File: src/rtl/loop_deact_pkg.sv
package loop_deact_pkg;
  // strobes from control to datapath
  typedef struct packed {
    logic restart;  // window closes: wipe hunt/lock/error state
    logic accept;   // a bit enters the comparison this cycle
    logic lockNow;  // hunt succeeds on this bit
    logic locked;   // phase already locked
  } ctlStrobe_t;
endpackage

File: src/rtl/loop_deact_dp.sv
module loop_deact_dp
  import loop_deact_pkg::*;
#(
  parameter int MAX_LEN   = 8,
  parameter int ERR_LIMIT = 15,
  localparam int LEN_W    = $clog2(MAX_LEN + 1),
  localparam int ERR_W    = $clog2(ERR_LIMIT + 2)
) (
  input  logic               clk,
  input  logic               rst,
  input  ctlStrobe_t         strobe,
  input  logic               bitData,
  input  logic [MAX_LEN-1:0] codePattern,
  input  logic [LEN_W-1:0]   codeLen,
  output logic               patMatch,
  output logic               errOk,
  output logic [ERR_W-1:0]   errCnt
);
  localparam logic [ERR_W-1:0] ERR_SAT  = ERR_W'(ERR_LIMIT + 1);
  localparam logic [ERR_W-1:0] ERR_MAX  = ERR_W'(ERR_LIMIT);
  localparam logic [LEN_W-1:0] FILL_MAX = LEN_W'(MAX_LEN);

  logic [MAX_LEN-1:0] shiftReg, nextShift, lenMask;
  logic [LEN_W-1:0]   fillCnt, phase, expIdx;
  logic               expBit, mismatch;

  always_comb begin
    nextShift = {shiftReg[MAX_LEN-2:0], bitData};
    lenMask   = {MAX_LEN{1'b1}} >> (MAX_LEN - int'(codeLen));
    patMatch  = (int'(fillCnt) + 1 >= int'(codeLen)) &&
                ((nextShift & lenMask) == (codePattern & lenMask));
    expIdx    = codeLen - 1'b1 - phase;
    expBit    = 1'b0;
    for (int i = 0; i < MAX_LEN; i++)
      if (i == int'(expIdx)) expBit = codePattern[i];
    mismatch  = bitData != expBit;
    errOk     = errCnt <= ERR_MAX;
  end

  always_ff @(posedge clk) begin
    if (rst || strobe.restart) begin
      shiftReg <= '0;
      fillCnt  <= '0;
      phase    <= '0;
      errCnt   <= '0;
    end else if (strobe.accept) begin
      shiftReg <= nextShift;
      if (fillCnt != FILL_MAX) fillCnt <= fillCnt + 1'b1;
      if (strobe.lockNow) begin
        phase <= '0;
      end else if (strobe.locked) begin
        phase <= (phase == codeLen - 1'b1) ? '0 : phase + 1'b1;
        if (mismatch && errCnt != ERR_SAT) errCnt <= errCnt + 1'b1;
      end
    end
  end
endmodule

File: src/rtl/loop_deact_ctrl.sv
module loop_deact_ctrl
  import loop_deact_pkg::*;
#(
  parameter int WINDOW_MS = 48,
  localparam int WIN_W    = $clog2(WINDOW_MS)
) (
  input  logic       clk,
  input  logic       rst,
  input  logic       bitValid,
  input  logic       framingBit,
  input  logic       framedMode,
  input  logic       msTick,
  input  logic       clearDet,
  input  logic       patMatch,
  input  logic       errOk,
  output ctlStrobe_t strobe,
  output logic       detect
);
  localparam logic [WIN_W-1:0] WIN_LAST = WIN_W'(WINDOW_MS - 1);

  logic [WIN_W-1:0] winCnt;
  logic             lockedQ, winEnd, accept, lockNow;

  always_comb begin
    winEnd  = msTick && (winCnt == WIN_LAST);
    accept  = bitValid && !(framedMode && framingBit) && !winEnd;
    lockNow = accept && !lockedQ && patMatch;
    strobe  = '{restart: winEnd, accept: accept, lockNow: lockNow, locked: lockedQ};
  end

  always_ff @(posedge clk) begin
    if (rst) begin
      winCnt  <= '0;
      lockedQ <= 1'b0;
      detect  <= 1'b0;
    end else begin
      if (msTick) winCnt <= winEnd ? '0 : winCnt + 1'b1;
      if (winEnd)       lockedQ <= 1'b0;
      else if (lockNow) lockedQ <= 1'b1;
      if (clearDet)                          detect <= 1'b0;
      else if (winEnd && lockedQ && errOk)   detect <= 1'b1;
    end
  end
endmodule

File: src/rtl/loop_deact_det.sv
module loop_deact_det
  import loop_deact_pkg::*;
#(
  parameter int MAX_LEN   = 8,
  parameter int ERR_LIMIT = 15,
  parameter int WINDOW_MS = 48,
  localparam int LEN_W    = $clog2(MAX_LEN + 1),
  localparam int ERR_W    = $clog2(ERR_LIMIT + 2)
) (
  input  logic               clk,
  input  logic               rst,
  input  logic               bitValid,
  input  logic               bitData,
  input  logic               framingBit,
  input  logic               framedMode,
  input  logic               msTick,
  input  logic [MAX_LEN-1:0] codePattern,
  input  logic [LEN_W-1:0]   codeLen,
  input  logic               clearDet,
  output logic               detect
);
  ctlStrobe_t       strobe;
  logic             patMatch, errOk, locked;
  logic [ERR_W-1:0] errCnt;

  assign locked = strobe.locked;

  loop_deact_ctrl #(.WINDOW_MS(WINDOW_MS)) u_ctrl (
    .clk(clk), .rst(rst), .bitValid(bitValid), .framingBit(framingBit),
    .framedMode(framedMode), .msTick(msTick), .clearDet(clearDet),
    .patMatch(patMatch), .errOk(errOk), .strobe(strobe), .detect(detect)
  );

  loop_deact_dp #(.MAX_LEN(MAX_LEN), .ERR_LIMIT(ERR_LIMIT)) u_dp (
    .clk(clk), .rst(rst), .strobe(strobe), .bitData(bitData),
    .codePattern(codePattern), .codeLen(codeLen),
    .patMatch(patMatch), .errOk(errOk), .errCnt(errCnt)
  );
endmodule

File: config.mk
export PLATFORM = sky130hd
export DESIGN_NAME = loop_deact_det
export DESIGN_NICKNAME = d
export VERILOG_FILES = /design/src/rtl/loop_deact_pkg.sv /design/src/rtl/loop_deact_dp.sv /design/src/rtl/loop_deact_ctrl.sv /design/src/rtl/loop_deact_det.sv
export SDC_FILE = /design/constraint.sdc
export NUM_CORES = 1
export LEC_CHECK = 0
export ABC_AREA = 0
export BUFFER_PORTS_ARGS = -buffer_cell sky130_fd_sc_hd__buf_2
export CORE_ASPECT_RATIO = 0.75
export CORE_MARGIN = 3
export CORE_UTILIZATION = 60
export CTS_BUF_LIST = sky130_fd_sc_hd__clkbuf_8
export DETAILED_ROUTE_END_ITERATION = 8
export GPL_TIMING_DRIVEN = 0
export MAX_ROUTING_LAYER = met4
export PLACE_DENSITY = 0.9
export SYNTH_ARGS = -nofsm -noshare
export SYNTH_HDL_FRONTEND = slang
export SYNTH_SLANG_ARGS = --single-unit
File: constraint.sdc
create_clock -name clk -period 3.8 [get_ports clk]
set_input_delay 0.38 -clock clk [delete_from_list [all_inputs] [get_ports clk]]
set_output_delay 0.38 -clock clk [all_outputs]
set_load 0.05 [all_outputs]
---- After elaboration in Yosys (flattened, before gate mapping) ----
Cells that the tools add are included.
storage, ports and cells
  register bits after elaboration ......... 28
  output and inout bits ................... 1
operators by class
  $add $sub $neg .......................... 8
  order comparisons ....................... 2
  eq/ne operators ......................... 13
  shifts and indexed selects .............. 1
  mux-type cells .......................... 12
  bitwise logic cells ..................... 3
  reductions and logical operators ........ 21
operators by type and width
  operator                number
  $ge A32 B5 Y1           1
  $shr A8 B32 Y8 const A  1
  $and A8 B8 Y8           2
  $eq A4 B4 Y1 const A    4
  $mux W4                 3
  $logic_and A1 B1 Y1     10
  $add A4 B1 Y4 const B   2
  $eq A3 B4 Y1 const A    2
  $eq A8 B8 Y1            1
  $mux W1                 8
  $add A6 B1 Y6 const B   1
  $eq A6 B6 Y1 const B    1
  $mux W6                 1
  $add A4 B1 Y5 const B   1
  $add A5 B1 Y5 const B   1
  $le A5 B4 Y1 const B    1
  $ne A5 B5 Y1 const B    1
  $sub A4 B4 Y5 const A   1
  $eq A2 B4 Y1 const A    1
  $eq A4 B4 Y1            1
  $logic_not A4 Y1        1
  $ne A4 B4 Y1 const B    1
  $reduce_and A2 Y1       2
  $reduce_and A4 Y1       1
  8 further kinds         11

---- Longest topological paths before layout ----
Gate-level depths: netlist of run 1.
  word-level depth ........................ 14
  mapped depth ............................ 11

---- Cells and area by module ----
From an unflattened synthesis of run 1, not the netlist that was laid out.
second synthesis, totals
  cell total of the unflattened synthesis .. 210
  area total of the unflattened synthesis .. 1,911.8 um^2
by module, submodules not included
  module           instances  cells an instance  area each (um^2)  sequential area each (um^2)
  loop_deact_dp    1          166                1,498.9           400.4
  loop_deact_ctrl  1          44                 412.9             160.2

---- Worst setup path after synthesis of run 1 ----
OpenSTA, ideal clock, no wires.
  kind .................................... input -> register
  start ................................... input port codeLen[0]
  end ..................................... register u_dp.errCnt[0]
  library setup time ...................... 0.060 ns
  arrival ................................. 2.906 ns
  slack ................................... 0.834 ns
  stages .................................. 10
  buffers on the path ..................... 1
  path through ............................ buf_4 > inv_1 > ha_1 > inv_1 > fa_1 > mux4_2 > mux2i_1 > nor4_4 > or4_1 > nand2_1
between the ends
  longest elaborated chain between the ends .. 14
  elaborated cells on any way between the ends .. 30
  classes of those cells .................. add/sub (3); order compare (1); eq/ne (9); shift (1); mux (8); bitwise (3); reduce/logical (5)
RTL lines
  element                          line                  source
  from (decl)                      loop_deact_det.sv:18  input logic [LEN_W-1:0] codeLen,
  $sub A4 B1 Y4                    loop_deact_dp.sv:32   expIdx = codeLen - 1'b1 - phase;
  $sub A4 B4 Y4                    loop_deact_dp.sv:32
  $logic_not A4 Y1                 loop_deact_dp.sv:35   if (i == int'(expIdx)) expBit = codePattern[i];
  $mux W1 (8 in a row)             loop_deact_dp.sv:35
  $ne A1 B1 Y1                     loop_deact_dp.sv:36   mismatch = bitData != expBit;
  $logic_and A1 B1 Y1              loop_deact_dp.sv:53   if (mismatch && errCnt != ERR_SAT) errCnt <= errCnt + 1'b1;
  $reduce_and A4 Y1 (no line) (*)  n/a
  to (signal assigned)             loop_deact_dp.sv:53
  to (decl)                        loop_deact_dp.sv:17   output logic [ERR_W-1:0] errCnt
Mark *: on every way between the ends. The rest lies on a longest branch, timed or not.
A chain may end at the register's enable or synchronous reset.

---- Worst setup path in the final report of run 1 ----
  start ................................... input port codeLen[0]
  end ..................................... register u_dp.errCnt[3]
Same word-level chain as after synthesis.

==> results.ini, run 1 <==
[sta]
setup_viol = 0
final.setup_skew_ps = 9.18
max_clock_freq_ghz = 0.312
slew_violations = 0
slew_headroom_pct = 62.1
fin_setup_tns_ps = 0
finalCritPeriodShare_pct = 84.4
final_hold_viol_count = 0
worst_slew_pin_slew_ps = 554
rsz0062_at_grt = no
timing.hold.ws_ps = 256
fin_crit_ps = 3210

[yosys]
synth.most_common_cell = nand2_1
synth_ff_type = dfxtp_1
synth_nets = 260
ys_ff_latch = 28
yosysTopAreaCellShare_pct = 29.8
seq_area_frac_synth_pct = 29.8
syn_area_mm2 = 0.00188
async_reset_ff_share_pct = 0
synth_edf_count = 0
syn_area_per_cell_um2 = 8.41
yosysTopAreaCell = dfxtp_1
yosys.cell_types.count = 44
yosysWarnings = 0
yosys-top-cells-area = dfxtp_1 (30%), ha_1 (10%), xnor2_1 (6.5%)
yosys-top-cells-count = nand2_1 (30), dfxtp_1 (28), nor2_1 (17)
synthesis.instances = 224

[placed_design]
dpl-instance-area_mm2 = 0.00202
routabilityCongestion = 0.939
port_buffers = 19
dp_hpwl_um = 3380

[clock_tree]
cts.repair.resized = 0
cts.htree.levels = 1
ctsHoldBuffers = 0
clk_pin_slew_ps = 90
clk_latency_ps = 280
cts.sinks = 28
cts_tree = yes
clock_path_buffers = 2
post-cts-setup-buffers = 0
cts_root_buf = clkbuf_8
cts_inserted_buffers = 3

[die]
core_area_mm2 = 0.00280
initial_core_util_pct = 67.2
io_pins = 21
die_w_um = 70.7
die_area_mm2 = 0.00385
die_y_um = 54.5
rows = 16

[setup_path]
crit_arrival_ps = 3410
crit_type = input port to register
worstPathMaxFanout = 9
required_ps = 4010
endpoint_kind = register
start_kind = input port

[detailed_routing]
detail_route.wl_per_cell_um = 15.7
num_vias = 1727
drt-total-wl_um = 4430
ant_nets = 0
viasPerCell = 6.10
drt-pass1-iter-count = 5
drc = 0
drt_iter0_drc = 166

[global_routing]
overflow = 0
grt_pass1_vias = 1564
grt_max_degree = 17
grt_pass1_wl_um = 7370
grt_antenna_before_repair = 0
track_usage_pct = 25.2

[cells_and_area]
drive_gt1_share_pct = 13.8
final_core_util_pct = 74.7
finalNetCount = 284
nFillCells = 214
final_area_mm2 = 0.00209
antennaDiodeCount = 0
synthToLayoutAreaGrowth_pct = 11.2

[power]
peakVddDrop_uv = 267
finalPower_uw = 674
p_per_area_mw_per_mm2 = 322
power.leakage_nw = 0.831

[status]
status = finished, final reports clean

[worst_hold_path]
min_path_type = input port to register

[job]
maxCapViolCount = 0

state kept, by name, indices dropped and copies added, names as in the netlist:
register and flops:
u_ctrl.detect 1, u_ctrl.lockedQ 1, u_ctrl.winCnt 6, u_dp.errCnt 5, u_dp.fillCnt 4, u_dp.phase 4
u_dp.shiftReg 7
path summary, 6_finish.rpt:
| check | startpoint | to | slack [ps] | cells past startpoint |
|---|---|---|---|---|
| max reg2reg | u_dp.phase[0] | u_dp.errCnt[3] | 930 | 8 |
| min reg2reg | u_dp.shiftReg[6] | u_dp.shiftReg[6] | 490 | 2 |
| max | codeLen[0] | u_dp.errCnt[3] | 590 | 11 |
| min | clearDet | u_ctrl.detect | 260 | 2 |
cells by family after synthesis:
| logic type | Yosys count | synth area share (%) |
|---|---|---|
| muxes | 8 | 5.58 |
| adders and majority gates | 16 | 11.0 |
| DFF | 28 | 29.8 |
| xor gates and xnor gates | 20 | 9.30 |
| and+or+nand+nor | 81 | 21.8 |
| buffers and inverters | 20 | 4.39 |
| AOI/OAI and AO/OA | 51 | 18.1 |
routing by layer:
layer	global-route usage [%]	routed length, um	vias to the layer above
met3	4.22	278	8
li1	-	-	845
met5	-	0	-
met2	40.6	2080	62
met4	4.69	48	0
met1	34.2	2020	812
cell usage in the layout, fill, tap and decap left out, drive strengths merged, types with 2 or more instances in the layout:
cell | netlist | routed
nor2 | 17 | 17
nand2b | 3 | 3
inv | 16 | 16
xor2 | 6 | 6
nand2 | 30 | 30
dfxtp | 28 | 28
or3 | 3 | 3
or4 | 2 | 2
nor3 | 9 | 9
a31oi | 4 | 4
mux2i | 6 | 6
o211ai | 5 | 5
a211oi | 3 | 3
ha | 15 | 15
and3 | 3 | 3
nor2b | 2 | 2
o21ai | 11 | 11
nand3 | 4 | 4
xnor2 | 14 | 14
buf | 2 | 21
a21o | 2 | 2
nand4 | 3 | 3
clkbuf | 2 | 5
mux4 | 2 | 2
a21oi | 14 | 14
o21a | 2 | 2
critical path: stages:
cell and delay (ps):
buf_2 140, buf_4 180, inv_1 70, ha_1 380, inv_1 100, fa_1 620
mux4_2 530, mux2i_1 380, nor4_4 120, o21ai_0 280, mux2i_1 210
area by class of cell:
cell class              count  area (um^2)  share of cell area, %
flip-flops and latches     28          561                   26.8
inverters                  16         60.1                   2.87
repair buffers             19         95.1                   4.54
well taps                  36         45.0                   2.15
clock inverters             1         30.0                   1.43
clock buffers               3         41.3                   1.97
multi-input cells         176         1240                   59.2
plain buffers               4         22.5                   1.08
power by group:
part / switching [mW] / total, mW / internal (mW) / leakage [nW]
Combinational: 0.0743 / 0.130 / 0.0559 / 0.569
Sequential: 0.00786 / 0.309 / 0.301 / 0.227
Clock: 0.0944 / 0.235 / 0.141 / 0.0357
Total: 0.177 / 0.674 / 0.498 / 0.831
stage by stage:
stage          std cells  setup slack (ps)
4_1_cts              283               611
3_5_place_dp         279               366
6_report             283               592
5_1_grt              283               454
3_3_place_gp         279               440
2_1_floorplan        224               834
(Power assumes the default switching activity.)
==> run 2, diff against run 1 <==
==> constraint.sdc (replaced) <==
create_clock -name clk -period 3 [get_ports clk]
set_input_delay 0.3 -clock clk [delete_from_list [all_inputs] [get_ports clk]]
set_output_delay 0.3 -clock clk [all_outputs]
set_load 0.05 [all_outputs]
==> results.ini, run 2 (synthesized netlist as in run 1, its figures left out) <==
[power]
pwr-share-comb_pct = 20.1  ; was 19.3%
p_int_uw = 635  ; was 498 uW
p_sw_uw = 227  ; was 177 uW
p_sw_share_pct = 26.3  ; was 26.2%
p_per_area_mw_per_mm2 = 408  ; was 322 mW/mm^2
p_clk_share_pct = 34.5  ; was 34.9%
power.leakage_nw = 0.829  ; was 0.831 nW
pwr-share-seq_pct = 45.4  ; was 45.8%
peakVddDrop_uv = 341  ; was 267 uV

[cells_and_area]
finalNetCount = 284  ; unchanged
antennaDiodeCount = 0  ; unchanged
drive_gt1_share_pct = 15.0  ; was 13.8%
layout_common_cells = nand2_1 (30), dfxtp_1 (28), buf_2 (19)  ; unchanged
regMostFlops = u_dp.shiftReg  ; unchanged
largest_reg_flops = 7  ; unchanged
nFillCells = 212  ; was 214
final_common_cell = nand2_1  ; unchanged
largestRegisters = u_dp.shiftReg (7), u_ctrl.winCnt (6), u_dp.errCnt (5)  ; unchanged
synthToLayoutAreaGrowth_pct = 12.2  ; was 11.2%

[sta]
max_clock_freq_ghz = 0.341
setup_slack_ps = 71.2  ; was 592 ps
rsz0062_at_grt = no  ; unchanged
final.setup_skew_ps = 5.94  ; was 9.18 ps
setup_viol = 0  ; unchanged
fin_setup_tns_ps = 0  ; unchanged
slew_violations = 0  ; unchanged
fin_crit_ps = 2930
slew_headroom_pct = 62.5  ; was 62.1%
finalCritPeriodShare_pct = 97.6
timing.hold.ws_ps = 175  ; was 256 ps
final_hold_viol_count = 0  ; unchanged
worst_slew_pin_slew_ps = 548  ; was 554 ps

[setup_path]
crit_arrival_ps = 3150  ; was 3410 ps
endpoint_kind = register  ; unchanged
crit_type = input port to register  ; unchanged
reg2reg_depth = 8  ; unchanged
required_ps = 3220  ; was 4010 ps
start_kind = input port  ; unchanged
worstPathMaxFanout = 9  ; unchanged

[clock_tree]
cts.sinks = 28  ; unchanged
cts.htree.levels = 1  ; unchanged
clock_path_buffers = 2  ; unchanged
cts_root_buf = clkbuf_8  ; unchanged
clk_latency_ps = 270  ; was 280 ps
cts_tree = yes  ; unchanged
cts_inserted_buffers = 3  ; unchanged
clk_pin_slew_ps = 100  ; was 90 ps
ctsHoldBuffers = 0  ; unchanged

[global_routing]
track_usage_pct = 25.4  ; was 25.2%
grt_antenna_before_repair = 0  ; unchanged
grt_pass1_wl_um = 7420  ; was 7370 um
grt_max_degree = 17  ; unchanged
grt_pass1_vias = 1573  ; was 1564
overflow = 0  ; unchanged

[die]
die_area_mm2 = 0.00385  ; unchanged
die_w_um = 70.7  ; unchanged
die_y_um = 54.5  ; unchanged
core_area_mm2 = 0.00280  ; unchanged
rows = 16  ; unchanged
initial_core_util_pct = 67.2  ; unchanged
io_pins = 21  ; unchanged

[detailed_routing]
ant_nets = 0  ; unchanged
drt-total-wl_um = 4450  ; was 4430 um
viasPerCell = 6.11  ; was 6.10
num_vias = 1729  ; was 1727
drc = 0  ; unchanged
detail_route.wl_per_cell_um = 15.7  ; about the same
drt_iter0_drc = 150  ; was 166
drt-pass1-iter-count = 5  ; unchanged

[job]
maxCapViolCount = 0  ; unchanged

[worst_hold_path]
min_path_type = input port to register  ; unchanged
min_path_cells = 2  ; unchanged

[placed_design]
dp_slack_ps = -354  ; was 366 ps
routabilityCongestion = 0.939  ; unchanged
dp_hpwl_um = 3380  ; unchanged
port_buffers = 19  ; unchanged

[status]
status = finished, final reports clean  ; unchanged

[run 2: cell counts in the layout (fill, tap and decap cells not counted)]
No cell type changed its count.
[run 2: layout make-up]
cell class | count | area, um^2 | area share, %
Buffer | 4 | 22.5 | 1.07
Clock buffer | 3 | 41.3 | 1.95
Clock inverter | 1 | 30.0 | 1.42
Inverter | 16 | 60.1 | 2.84
Multi-Input combinational cell | 176 | 1260 | 59.5
Sequential cell | 28 | 561 | 26.5
Tap cell | 36 | 45.0 | 2.13
Timing Repair Buffer | 19 | 95.1 | 4.50
[run 2: worst max-delay path, cell delays in order]
cell     delay (ps)
buf_2           140
buf_4           190
inv_1            70
ha_2            370
inv_1            80
fa_2            590
mux4_2          560
mux2i_4         230
nor4_4          100
or4_1           420
nand2_1          90
[run 2: path summary, 6_finish.rpt]
kind,startpoint,end,slack (ps)
hold / removal,clearDet,u_ctrl.detect,170
setup / recovery,codeLen[0],u_dp.errCnt[1],70
setup reg to reg,u_dp.phase[0],u_dp.errCnt[1],250
hold reg to reg,u_dp.shiftReg[6],u_dp.shiftReg[6],490
[run 2: routing by layer]
metal	global-route usage [%]	part of all wire [%]
met3	4.40	8.2
met5	-	0
met2	40.5	46
met4	5.31	1.1
met1	34.6	44
[run 2: per-stage QoR]
stage / std cells / total power, mW / utilization [%] / instance area [um^2]
2_1_floorplan: 224 / 0.512 / - / 1880
6_report: 283 / 0.862 / 75.4 / 2110
3_3_place_gp: 279 / 0.554 / 72.2 / 2020
3_5_place_dp: 279 / 0.561 / 72.2 / 2020
5_1_grt: 283 / 0.900 / 75.4 / 2110
4_1_cts: 283 / 0.863 / 75.2 / 2110
[run 2: what timing repair did]
action,4_1_cts,5_1_grt
buffers inserted,0,0
gates resized for setup,2,3
endpoints found under the setup margin,4,5
pin swaps,0,1
[run 2: power groups by stage]
stage          combinational (mW)  sequential, mW  clock (mW)
2_1_floorplan               0.115           0.397           0
3_3_place_gp                0.155           0.399           0
3_5_place_dp                0.162           0.399           0
4_1_cts                     0.169           0.391       0.303
5_1_grt                     0.192           0.392       0.316
6_report                    0.173           0.391       0.298
==> run 3, diff against run 2 <==
--- a/config.mk
+++ b/config.mk
@@ -14,7 +14,7 @@
 export DETAILED_ROUTE_END_ITERATION = 8
 export GPL_TIMING_DRIVEN = 0
 export MAX_ROUTING_LAYER = met4
-export PLACE_DENSITY = 0.9
+export PLACE_DENSITY = 0.81
 export SYNTH_ARGS = -nofsm -noshare
 export SYNTH_HDL_FRONTEND = slang
 export SYNTH_SLANG_ARGS = --single-unit
==> results.ini, run 3 (synthesized netlist as in run 1, its figures left out) <==
[sta]
worst_slew_pin_slew_ps = 631  ; was 548 ps
finalCritPeriodShare_pct = 96.5  ; was 97.6%
slew_headroom_pct = 57.8  ; was 62.5%
setup_slack_ps = 105  ; was 71.2 ps
final_hold_viol_count = 0  ; unchanged
fin_crit_ps = 2900  ; was 2930 ps
setup_viol = 0  ; unchanged
rsz0062_at_grt = no  ; unchanged
slew_violations = 0  ; unchanged
final.setup_skew_ps = 7.16  ; was 5.94 ps
max_clock_freq_ghz = 0.345  ; was 0.341 GHz

[detailed_routing]
ant_nets = 0  ; unchanged
viasPerCell = 5.90  ; was 6.11
drt-total-wl_um = 4160  ; was 4450 um
drc = 0  ; unchanged
drt_iter0_drc = 90  ; was 150
num_vias = 1669  ; was 1729
detail_route.wl_per_cell_um = 14.7  ; was 15.7 um
drt-pass1-iter-count = 4  ; was 5

[setup_path]
r2r_slack_ps = 290  ; was 250 ps
r2r_end = u_dp.errCnt[1]  ; unchanged
reg2reg_depth = 8  ; unchanged
crit_type = input port to register  ; unchanged
startpoint = codeLen[0]  ; unchanged
reg2reg_from = u_dp.phase[0]  ; unchanged
endpoint_kind = register  ; unchanged
crit_arrival_ps = 3120  ; was 3150 ps
start_kind = input port  ; unchanged
worstPathMaxFanout = 9  ; unchanged
required_ps = 3230  ; was 3220 ps

[cells_and_area]
drive_gt1_share_pct = 15.0  ; unchanged
nFillCells = 237  ; was 212
synthToLayoutAreaGrowth_pct = 12.2  ; unchanged
final_area_mm2 = 0.00211  ; unchanged
seq_area_um2 = 561  ; unchanged
layout_common_cells = nand2_1 (30), dfxtp_1 (28), buf_2 (19)  ; unchanged
finalNetCount = 284  ; unchanged
multi_input_area_mm2 = 0.00126  ; unchanged
regMostFlops = u_dp.shiftReg  ; unchanged
final_cells = 283  ; unchanged
final_common_cell = nand2_1  ; unchanged
largestRegisters = u_dp.shiftReg (7), u_ctrl.winCnt (6), u_dp.errCnt (5)  ; unchanged
antennaDiodeCount = 0  ; unchanged
largest_reg_flops = 7  ; unchanged

[global_routing]
grt_pass1_vias = 1496  ; was 1573
grt_antenna_before_repair = 0  ; unchanged
track_usage_pct = 23.5  ; was 25.4%
grt_pass1_wl_um = 6810  ; was 7420 um
overflow = 0  ; unchanged
grt_max_degree = 17  ; unchanged

[power]
finalPower_uw = 863  ; was 862 uW
peakVddDrop_uv = 256  ; was 341 uV
p_per_area_mw_per_mm2 = 409  ; was 408 mW/mm^2
power.leakage_nw = 0.829  ; unchanged

[placed_design]
dpl-instance-area_mm2 = 0.00202  ; unchanged
dp_hpwl_um = 3030  ; was 3380 um
port_buffers = 19  ; unchanged
placedCellCount = 279  ; unchanged
routabilityCongestion = 0.839  ; was 0.939
dp_slack_ps = -305  ; was -354 ps

[clock_tree]
cts_tree = yes  ; unchanged
cts_inserted_buffers = 3  ; unchanged
clock_path_buffers = 2  ; unchanged
cts_root_buf = clkbuf_8  ; unchanged
cts.sinks = 28  ; unchanged
cts.htree.levels = 1  ; unchanged
clk_pin_slew_ps = 100  ; about the same
clk_latency_ps = 280  ; was 270 ps

[job]
maxCapViolCount = 0  ; unchanged

[worst_hold_path]
hold_path_startpoint = clearDet  ; unchanged
min_path_type = input port to register  ; unchanged
holdPathEnd = u_ctrl.detect  ; unchanged
min_path_cells = 2  ; unchanged

[die]
initial_core_util_pct = 67.2  ; unchanged
io_pins = 21  ; unchanged
die_y_um = 54.5  ; unchanged
core_area_mm2 = 0.00280  ; unchanged
die_area_mm2 = 0.00385  ; unchanged
die_w_um = 70.7  ; unchanged
rows = 16  ; unchanged

[status]
status = finished, final reports clean  ; unchanged

==> run 3: cell counts in the layout (fill, tap and decap cells not counted) <==
No cell type changed its count.
==> run 3: per-layer routing <==
| layer | GRT usage [%] | routed length, um | part of all wire (%) | up-vias |
|---|---|---|---|---|
| met1 | 31.2 | 2030 | 49 | 759 |
| met4 | 5.94 | 41 | 0.99 | 0 |
| li1 | - | - | - | 848 |
| met3 | 4.22 | 298 | 7.2 | 6 |
| met2 | 37.7 | 1790 | 43 | 56 |
| met5 | - | 0 | 0 | - |
==> run 3: what timing repair did <==
item                       CTS  global route
pin swaps                    0             1
resized for setup            2             3
setup endpoints to repair    5             5
setup buffers                0             0
gates cloned                 0             0
hold buffers                 0             0
==> run 3: power breakdown <==
| group | total (mW) | internal (mW) | switching (mW) |
|---|---|---|---|
| sequential | 0.390 | 0.381 | 0.00949 |
| combinational | 0.174 | 0.0753 | 0.0983 |
| clock | 0.299 | 0.179 | 0.120 |
==> run 3: worst max-delay path, cell delays in order <==
cell and delay (ps):
buf_2 130, buf_4 180, inv_1 70, ha_2 380, inv_1 90, fa_2 590
mux4_2 550, mux2i_4 220, nor4_4 100, or4_1 420, nand2_1 70
==> run 3: cell type report <==
cell class | count | share of cell area [%]
buffer | 4 | 1.07
clock buffer | 3 | 1.95
clock inverter | 1 | 1.42
inverter | 16 | 2.84
multi-input combinational | 176 | 59.5
sequential | 28 | 26.5
tap | 36 | 2.13
timing repair buffer | 19 | 4.50
==> run 3: worst max-delay path by stage <==
stage	end	slack [ps]
global route	u_dp.errCnt[1]	10
global placement	u_dp.errCnt[3]	-310
floorplan	u_dp.errCnt[0]	110
finish	u_dp.errCnt[1]	100
detailed placement	u_dp.errCnt[1]	-300
CTS	u_dp.errCnt[1]	60
==> run 3: stage by stage <==
| step | hold slack, ps | utilization, % | setup TNS [ps] |
|---|---|---|---|
| after floorplan | 372 | - | 0 |
| after global placement | 463 | 72.2 | -1420 |
| after detailed placement | 462 | 72.2 | -1350 |
| after CTS | 178 | 75.2 | 0 |
| after global routing | 186 | 75.4 | 0 |
| final | 177 | 75.4 | 0 |
